===== src/rtl/phy_ctrl_pkg.sv =====
package phy_ctrl_pkg;
    localparam int REG_W    = 16;
    localparam int BIT_ANEN = 12;
    localparam int BIT_LP   = 11;
    localparam int BIT_ISO  = 10;
    localparam int BIT_RST  = 9;

    typedef enum logic [1:0] {
        AN_IDLE     = 2'd0,
        AN_PULSE    = 2'd1,
        AN_WAIT_ACK = 2'd2
    } an_state_t;
endpackage


===== src/rtl/phy_latch_status.sv =====
module phy_latch_status #(
    parameter int NUM_LH = 4,
    parameter int NUM_LL = 4
) (
    input  logic              clk,
    input  logic              rst_n,
    input  logic              lp_clr,
    input  logic              rd_clr,
    input  logic [NUM_LH-1:0] lh_evt,
    input  logic [NUM_LL-1:0] ll_cond,
    output logic [NUM_LH-1:0] lh_q,
    output logic [NUM_LL-1:0] ll_q
);
    for (genvar i = 0; i < NUM_LH; i++) begin : g_lh
        always_ff @(posedge clk) begin
            if (!rst_n || lp_clr) lh_q[i] <= 1'b0;
            else if (lh_evt[i])   lh_q[i] <= 1'b1;
            else if (rd_clr)      lh_q[i] <= 1'b0;
        end
    end

    for (genvar j = 0; j < NUM_LL; j++) begin : g_ll
        always_ff @(posedge clk) begin
            if (!rst_n || lp_clr) ll_q[j] <= 1'b1;
            else if (!ll_cond[j]) ll_q[j] <= 1'b0;
            else if (rd_clr)      ll_q[j] <= 1'b1;
        end
    end

    // low-power entry restores latch defaults
    assert_lp_clears_latches_R11: assert property (@(posedge clk) disable iff (!rst_n)
        lp_clr |=> (lh_q == '0 && ll_q == '1));
    // an event is always captured
    assert_lh_captures_R9: assert property (@(posedge clk) disable iff (!rst_n)
        (lh_evt != '0 && !lp_clr) |=> ((lh_q & $past(lh_evt)) == $past(lh_evt)));
endmodule


===== src/rtl/phy_an_restart.sv =====
module phy_an_restart
    import phy_ctrl_pkg::*;
(
    input  logic clk,
    input  logic rst_n,
    input  logic start_req,
    input  logic an_ack,
    output logic an_restart,
    output logic busy
);
    an_state_t state, state_nxt;

    always_ff @(posedge clk) begin
        if (!rst_n) state <= AN_IDLE;
        else        state <= state_nxt;
    end

    always_comb begin
        state_nxt  = state;
        an_restart = 1'b0;
        busy       = 1'b1;
        unique case (state)
            AN_IDLE: begin
                busy = 1'b0;
                if (start_req) state_nxt = AN_PULSE;
            end
            AN_PULSE: begin
                an_restart = 1'b1;
                state_nxt  = AN_WAIT_ACK;
            end
            AN_WAIT_ACK: begin
                if (an_ack) state_nxt = AN_IDLE;
            end
            default: state_nxt = AN_IDLE;
        endcase
    end

    // restart pulse lasts a single cycle
    assert_single_pulse_R6: assert property (@(posedge clk) disable iff (!rst_n)
        an_restart |=> !an_restart);
    // acknowledge in WAIT_ACK clears the busy bit next cycle
    assert_ack_clears_R7: assert property (@(posedge clk) disable iff (!rst_n)
        (state == AN_WAIT_ACK && an_ack) |=> !busy);
endmodule


===== src/rtl/phy_pin_ctrl.sv =====
module phy_pin_ctrl (
    input  logic iso,
    input  logic lp,
    output logic mac_oe,
    output logic mac_force_low,
    output logic mac_in_en
);
    always_comb begin
        mac_oe        = !iso;
        mac_force_low = lp && !iso;
        mac_in_en     = !iso && !lp;
    end
endmodule


===== src/rtl/phy_ctrl_reg.sv =====
module phy_ctrl_reg
    import phy_ctrl_pkg::*;
#(
    parameter int ADDR_W = 5,
    parameter int NUM_LH = 4,
    parameter int NUM_LL = 4
) (
    input  logic              clk,
    input  logic              rst_n,
    input  logic [ADDR_W-1:0] phy_addr,
    input  logic              reg_sel,
    input  logic              wr_en,
    input  logic              rd_en,
    input  logic [REG_W-1:0]  wdata,
    output logic [REG_W-1:0]  rdata,
    input  logic [NUM_LH-1:0] lh_evt,
    input  logic [NUM_LL-1:0] ll_cond,
    input  logic              an_ack,
    output logic              an_restart,
    output logic              mac_oe,
    output logic              mac_force_low,
    output logic              mac_in_en
);
    localparam int STAT_BITS = NUM_LH + NUM_LL;

    logic ctrl_anen, ctrl_lp, ctrl_iso, an_busy;
    logic ctrl_wr, start_req, lp_clr, rd_clr;
    logic [NUM_LH-1:0] lh_q;
    logic [NUM_LL-1:0] ll_q;
    logic unused_wdata;

    assign unused_wdata = ^{wdata[REG_W-1:BIT_ANEN+1], wdata[BIT_RST-1:0]};
    assign ctrl_wr   = wr_en && !reg_sel;
    assign start_req = ctrl_wr && wdata[BIT_ANEN] && wdata[BIT_RST];
    assign lp_clr    = ctrl_wr && wdata[BIT_LP] && !ctrl_lp;
    assign rd_clr    = rd_en && reg_sel;

    always_ff @(posedge clk) begin
        if (!rst_n) begin
            ctrl_anen <= 1'b1;
            ctrl_lp   <= 1'b0;
            ctrl_iso  <= (phy_addr == '0);
        end else if (ctrl_wr) begin
            ctrl_anen <= wdata[BIT_ANEN];
            ctrl_lp   <= wdata[BIT_LP];
            ctrl_iso  <= wdata[BIT_ISO];
        end
    end

    phy_an_restart u_an (
        .clk(clk), .rst_n(rst_n), .start_req(start_req), .an_ack(an_ack),
        .an_restart(an_restart), .busy(an_busy)
    );

    phy_latch_status #(.NUM_LH(NUM_LH), .NUM_LL(NUM_LL)) u_lat (
        .clk(clk), .rst_n(rst_n), .lp_clr(lp_clr), .rd_clr(rd_clr),
        .lh_evt(lh_evt), .ll_cond(ll_cond), .lh_q(lh_q), .ll_q(ll_q)
    );

    phy_pin_ctrl u_pins (
        .iso(ctrl_iso), .lp(ctrl_lp),
        .mac_oe(mac_oe), .mac_force_low(mac_force_low), .mac_in_en(mac_in_en)
    );

    always_comb begin
        rdata = '0;
        if (reg_sel) begin
            rdata[STAT_BITS-1:0] = {ll_q, lh_q};
        end else begin
            rdata[BIT_ANEN] = ctrl_anen;
            rdata[BIT_LP]   = ctrl_lp;
            rdata[BIT_ISO]  = ctrl_iso;
            rdata[BIT_RST]  = an_busy;
        end
    end

    initial begin
        assert_stat_fits_R2: assert (STAT_BITS <= REG_W);
    end

    // isolate releases outputs and blocks inputs
    assert_iso_hiz_R3: assert property (@(posedge clk) disable iff (!rst_n)
        ctrl_iso |-> (!mac_oe && !mac_in_en));
    // low power without isolate forces outputs low
    assert_lp_low_R4: assert property (@(posedge clk) disable iff (!rst_n)
        (ctrl_lp && !ctrl_iso) |-> (mac_force_low && mac_oe && !mac_in_en));
    // force-low never acts on released outputs
    assert_iso_priority_R5: assert property (@(posedge clk) disable iff (!rst_n)
        mac_force_low |-> mac_oe);
    // restart rejected while auto-negotiation disabled
    assert_restart_ignored_R8: assert property (@(posedge clk) disable iff (!rst_n)
        (ctrl_wr && !wdata[BIT_ANEN] && !an_busy) |=> !an_restart);
endmodule


===== config.mk =====
export PLATFORM = sky130hd
export DESIGN_NAME = phy_ctrl_reg
export DESIGN_NICKNAME = d
export VERILOG_FILES = /design/src/rtl/phy_ctrl_pkg.sv /design/src/rtl/phy_latch_status.sv /design/src/rtl/phy_an_restart.sv /design/src/rtl/phy_pin_ctrl.sv /design/src/rtl/phy_ctrl_reg.sv
export SDC_FILE = /design/constraint.sdc
export NUM_CORES = 1
export LEC_CHECK = 0
export CORE_ASPECT_RATIO = 1.25
export CORE_MARGIN = 2
export CORE_UTILIZATION = 30
export DETAILED_ROUTE_END_ITERATION = 10
export PLACE_DENSITY = 0.84
export SKIP_CTS_REPAIR_TIMING = 1
export SYNTH_ARGS = -nofsm -noshare
export SYNTH_HDL_FRONTEND = slang
export SYNTH_HIERARCHICAL = 1
export SYNTH_SLANG_ARGS = --single-unit

===== constraint.sdc =====
create_clock -name clk -period 1.2 [get_ports clk]
set_input_delay 0.24 -clock clk [delete_from_list [all_inputs] [get_ports clk]]
set_output_delay 0.24 -clock clk [all_outputs]
set_load 0.005 [all_outputs]

**Yosys cells after proc, flatten, opt, wreduce, memory -nomap -nowiden**

Cells that the tools add are included.

- Eq/ne operators: 9
- Multiplexer cells: 19
- Reduce and logical (&&, ||, !) cells: 20

Operators with widths:

| cell | number |
|---|---|
| $mux W1 | 14 |
| $ne A2 B1 Y1 const B | 5 |
| $logic_and A1 B1 Y1 | 8 |
| $mux W8 | 1 |
| $reduce_bool A2 Y1 | 4 |
| $pmux W2 S3 | 1 |
| $logic_not A5 Y1 | 1 |
| $logic_not A1 Y1 | 4 |
| $mux W2 | 2 |
| $mux W4 | 1 |
| $ne A2 B2 Y1 const B | 2 |
| $eq A2 B1 Y1 const B | 1 |
| $eq A2 B2 Y1 const B | 1 |
| $logic_not A2 Y1 | 1 |
| $reduce_and A2 Y1 | 1 |
| $logic_or A1 B1 Y1 | 1 |

- Register bits: 13
- Bits of input ports: 35
- Output and inout bits: 20
- Logic and storage cells: 60

**Depth between registers and ports, before layout**

- Word-level depth: 6
- Gate-level depth with buffers: 5
- Depth with buffers taken out: 4

**Hierarchy**

The synthesis kept the hierarchy.

Modules (own cells, without submodules):

| module | times used | cells each | area an instance (um2) | seq. area each (um2) |
|---|---|---|---|---|
| phy_ctrl_reg | 1 | 33 | 277.8 | 70.1 |
| phy_latch_status | 1 | 26 | 266.5 | 160.2 |
| phy_an_restart | 1 | 8 | 75.1 | 40.0 |
| phy_pin_ctrl | 1 | 3 | 13.8 | 0.0 |

**Least setup slack after synthesis**

OpenSTA, ideal clock, no wires.

- Path type: in2reg
- Start point: input port wr_en
- End point: register u_lat.lh_q[0]
- Library setup time: 0.115 ns
- Arrival time: 0.844 ns
- Data required time: 1.085 ns
- Slack: 0.241 ns
- Stages: 5
- Buffers on the path: 1
- Path through: nor2b_4 > and3b_1 > nor2b_2 > buf_4 > o21a_1

- Longest elaborated chain between the ends: 4

RTL lines:

| what | RTL line | RTL |
|---|---|---|
| from (decl) | phy_ctrl_reg.sv:12 | `input logic wr_en,` |
| $logic_and A1 B1 Y1 | phy_ctrl_reg.sv:33 | `assign ctrl_wr = wr_en && !reg_sel;` |
| $logic_and A1 B1 Y1 (2 in a row) | phy_ctrl_reg.sv:35 | `assign lp_clr = ctrl_wr && wdata[BIT_LP] && !ctrl_lp;` |
| net lp_clr | phy_ctrl_reg.sv:27 | `logic ctrl_wr, start_req, lp_clr, rd_clr;` |
| $logic_or A1 B1 Y1 | phy_latch_status.sv:16 | `if (!rst_n \|\| lp_clr) lh_q[i] <= 1'b0;` |
| to (signal, indexed assignment) | phy_latch_status.sv:16 |  |
| to (signal, indexed assignment) | phy_latch_status.sv:17 | `else if (lh_evt[i]) lh_q[i] <= 1'b1;` |
| to (signal, indexed assignment) | phy_latch_status.sv:18 | `else if (rd_clr) lh_q[i] <= 1'b0;` |
| to (decl) | phy_latch_status.sv:11 | `output logic [NUM_LH-1:0] lh_q,` |

The timed path passes the listed nets, and every way through them passes these cells.
A chain may end at the register's enable or synchronous reset.

**Worst setup path in the final report**

- Start point: register u_an.state[1]
- End point: output port rdata[9]

- Longest elaborated chain between the ends: 3

RTL lines:

| what | RTL line | RTL |
|---|---|---|
| from (decl) | phy_an_restart.sv:11 | `an_state_t state, state_nxt;` |
| from (signal assigned) | phy_an_restart.sv:15 | `else state <= state_nxt;` |
| $logic_not A2 Y1 | phy_an_restart.sv:22 | `unique case (state)` |
| $mux W1 | phy_an_restart.sv:22 |  |
| net an_busy | phy_ctrl_reg.sv:26 | `logic ctrl_anen, ctrl_lp, ctrl_iso, an_busy;` |
| $mux W4 | phy_ctrl_reg.sv:67 | `if (reg_sel) begin` |
| to (decl) | phy_ctrl_reg.sv:15 | `output logic [REG_W-1:0] rdata,` |

The timed path passes the listed nets, and every way through them passes these cells.

==> summary.md <==
| Metric | Value |
|---|---|
| Antenna violations before repair | 0 |
| Layout cell share with drive strength beyond 1 | 0.259 |
| Max Fanout on Critical Path | 3 |
| Number of design rule violations left after detail routing | 0 |
| Total track usage | 0.123 |
| Hold violation total from the final report | 0 |
| Diode insertion count for antenna repair | 0 |
| Fill count | 194 |
| Floorplan die height | 55.4 um |
| Relative area change from synthesis to final layout | 76.5% |
| Setup repair after global routing missed its margin | yes |
| Global-route wire length before repair | 2420 um |
| Number of library cell types mapped by synthesis | 23 |
| End point of the worst hold path | ctrl_anen |
| Total of warnings raised by yosys | 6 |
| Count of routing violations after the opening detailed-route iteration | 6 |
| Worst clock skew on the final layout | 0.00187 ns |
| Worst Slack Setup Final | -0.139 ns |
| Crit path required time | 0.96 ns |
| Post-synthesis cell area | 633 um^2 |
| Maximum level of the CTS H-tree | 1 |
| IO Pins | 55 |
| Detail-routed net length per standard cell | 10.4 um |
| Final wirelength | 1420 um |
| Most Used Layer, Global Route | met2 |
| DR pass1 iterations | 4 |
| Met3 demand-to-capacity share in global routing | 0.0261 |
| Number of global-route vias before repair | 618 |
| Leading area contributor after synthesis | sky130_fd_sc_hd__dfxtp_1 |
| Yosys top cell area share | 0.379 |
| Net count of the finished layout | 152 |
| Placed wire-length estimate after detailed placement | 1190 um |
| Clock insertion delay at the later pin of the skew report | 0.26 ns |
| Max-cap violations | 0 |
| CTS buffer count | 3 |
| Maximum vdd ir drop | 488 uV |
| TritonCTS clock tree | built |
| Arrival time of the worst setup path | 1.10 ns |
| Terminus of the critical flop-to-flop path | u_lat/lh_q[1] |
| Endpoint type of the worst setup path | output port |
| Crit Path Category | reg2out |
| Total Die Area | 0.00250 mm^2 |
| Post-route total power | 0.000970 W |
| Max Fclk | 0.747 GHz |
| Count of port buffers added during placement | 38 |
| Sequential cell area fraction in the yosys report | 0.427 |
| Period minus WS final | 1.34 ns |
| Clock-pin slew on the worst setup and hold paths | 0.08 ns |
| Class of the tightest hold or removal check | reg2reg |
| Total cell area at the placement stage | 0.00105 mm^2 |
| Total via count in the routed design | 623 |
| Total congestion overflow | 0 |
| Final total negative setup slack | -0.170 ns |
| Number of clock sinks | 13 |
| Worst reg2reg setup slack | 0.23 ns |
| FP Rows | 18 |
| Core footprint | 0.00198 mm^2 |
| Initial Utilization | 0.319 |
| Final non-filler cell area | 0.00112 mm^2 |
| RR Startpoint | ctrl_lp |
| Met1 GRT Util | 0.146 |
| Hold depth | 2 |
| Worst reg2reg path depth | 4 |
| Root buffer cell | sky130_fd_sc_hd__clkbuf_4 |
| Startpoint of the most critical hold path | ctrl_anen |
| Met2 Use GR | 0.216 |
| Post-synthesis instance total | 70 |
| Kind of start point of the critical path | flop |
| Mean instance size in the synthesized netlist | 9.04 um^2 |
| Final core utilization | 0.564 |
| Deepest clock path buffer count | 2 |
| Detail Route Antenna Nets | 0 |
| Static leakage power | 0.619 nW |
| RD Place Congestion | 0.662 |
| Count of state elements after synthesis | 13 |
| Chip Width | 45.1 um |
| Worst setup slack before clock tree synthesis | -0.574 ns |
| Final setup fails | 2 |
| Failing checks | setup timing |
| Vias per inst | 4.58 |
| Run status | finished with violations |
| Pins over their slew limit | 0 |
| Ranking of synthesized cells by area | sky130_fd_sc_hd__dfxtp_1 (38%), sky130_fd_sc_hd__and2_1 (8.9%), sky130_fd_sc_hd__nor2b_1 (7.9%) |
| Maximum number of pins on one net before global-route repair | 9 |
| P per Cell Area | 868 mW/mm^2 |
| Final worst path period share | 1.12 |
[layout by cell type, fill, tap and decap left out, types with 3 or more instances in the layout]
master	n
sky130_fd_sc_hd__and2_1	9
sky130_fd_sc_hd__and2b_1	3
sky130_fd_sc_hd__buf_4	5
sky130_fd_sc_hd__clkbuf_2	4
sky130_fd_sc_hd__clkbuf_4	3
sky130_fd_sc_hd__clkdlybuf4s50_1	21
sky130_fd_sc_hd__conb_1	4
sky130_fd_sc_hd__dfxtp_1	3
sky130_fd_sc_hd__dfxtp_2	8
sky130_fd_sc_hd__dlymetal6s2s_1	11
sky130_fd_sc_hd__nand2_1	6
sky130_fd_sc_hd__nor2b_1	6
sky130_fd_sc_hd__o21a_1	5
sky130_fd_sc_hd__o21ai_0	4
[area by class of cell]
type                            instances  area, um^2  area share
Clock buffer                            4        26.3      0.0235
Inverter                                1        3.75     0.00336
Multi-Input combinational cell         53         340       0.305
Sequential cell                        13         284       0.254
Tap cell                               20        25.0      0.0224
Timing Repair Buffer                   45         438       0.392
[worst max-delay path by stage]
stage,start,depth (start not counted),slack [ns],end
2_1_floorplan,wr_en,5,0.24,u_lat/lh_q[0]
3_3_place_gp,reg_sel,4,-0.55,rdata[3]
3_5_place_dp,reg_sel,4,-0.57,rdata[1]
4_1_cts,reg_sel,4,-0.57,rdata[0]
5_1_grt,u_an/state[1],3,-0.20,rdata[9]
6_report,u_an/state[1],3,-0.14,rdata[9]
[power by group]
part	switching [W]	total, W	leakage [nW]	internal [W]
Sequential	0.0000150	0.000482	0.111	0.000467
Combinational	0.0000725	0.000228	0.493	0.000155
Clock	0.000131	0.000260	0.0150	0.000128
[layer usage]
layer	vias to the layer above	part of all wire	wire length, um
met4	0	0	0
met5	-	0	0
met3	0	0.11	150
li1	313	-	-
met2	33	0.53	750
met1	277	0.37	520
[registers in the layout, indices dropped and copies added, names as in the netlist]
| register | flops |
|---|---|
| u_an/state | 2 |
| ctrl_anen | 1 |
| u_lat/lh_q | 4 |
| ctrl_lp | 1 |
| u_lat/ll_q | 4 |
| ctrl_iso | 1 |
[synth_stat cells]
master / instances
sky130_fd_sc_hd__edfxtp_1: 1
sky130_fd_sc_hd__nor2b_4: 1
sky130_fd_sc_hd__or2_1: 1
sky130_fd_sc_hd__o21a_1: 5
sky130_fd_sc_hd__buf_4: 5
sky130_fd_sc_hd__o21ai_0: 4
sky130_fd_sc_hd__and3b_1: 1
sky130_fd_sc_hd__nand2_1: 6
sky130_fd_sc_hd__dfxtp_1: 12
sky130_fd_sc_hd__nor2_1: 2
sky130_fd_sc_hd__and3_1: 1
sky130_fd_sc_hd__nand2b_1: 1
sky130_fd_sc_hd__conb_1: 1
sky130_fd_sc_hd__and2b_1: 3
sky130_fd_sc_hd__buf_2: 1
sky130_fd_sc_hd__nor2b_1: 8
sky130_fd_sc_hd__nor3_1: 2
sky130_fd_sc_hd__inv_1: 1
sky130_fd_sc_hd__a22o_1: 1
sky130_fd_sc_hd__and2_1: 9
sky130_fd_sc_hd__nor2b_2: 1
sky130_fd_sc_hd__nor3b_1: 1
sky130_fd_sc_hd__mux2i_1: 2
[stage by stage]
stage | std cells | hold WS (ns)
3_3_place_gp | 131 | 0.456
3_5_place_dp | 131 | 0.468
6_report | 136 | 0.470
5_1_grt | 136 | 0.488
2_1_floorplan | 73 | 0.302
4_1_cts | 135 | 0.492
[critical path, cell delays in order (launching register included)]
cell and delay, ns:
sky130_fd_sc_hd__dfxtp_2 0.34, sky130_fd_sc_hd__or2_1 0.24, sky130_fd_sc_hd__and2b_1 0.16, sky130_fd_sc_hd__clkbuf_2 0.10
[logic make-up (layout without fill, tap and decap cells)]
logic type | Yosys count | after routing | share of synthesized area
DFF | 13 | 13 | 0.427
and+or+nand+nor | 37 | 37 | 0.358
muxes | 2 | 2 | 0.0316
other | 1 | 4 | 0.00592
AOI/OAI and AO/OA | 10 | 10 | 0.105
buffers and inverters | 7 | 50 | 0.0731
(Power assumes the default switching activity.)
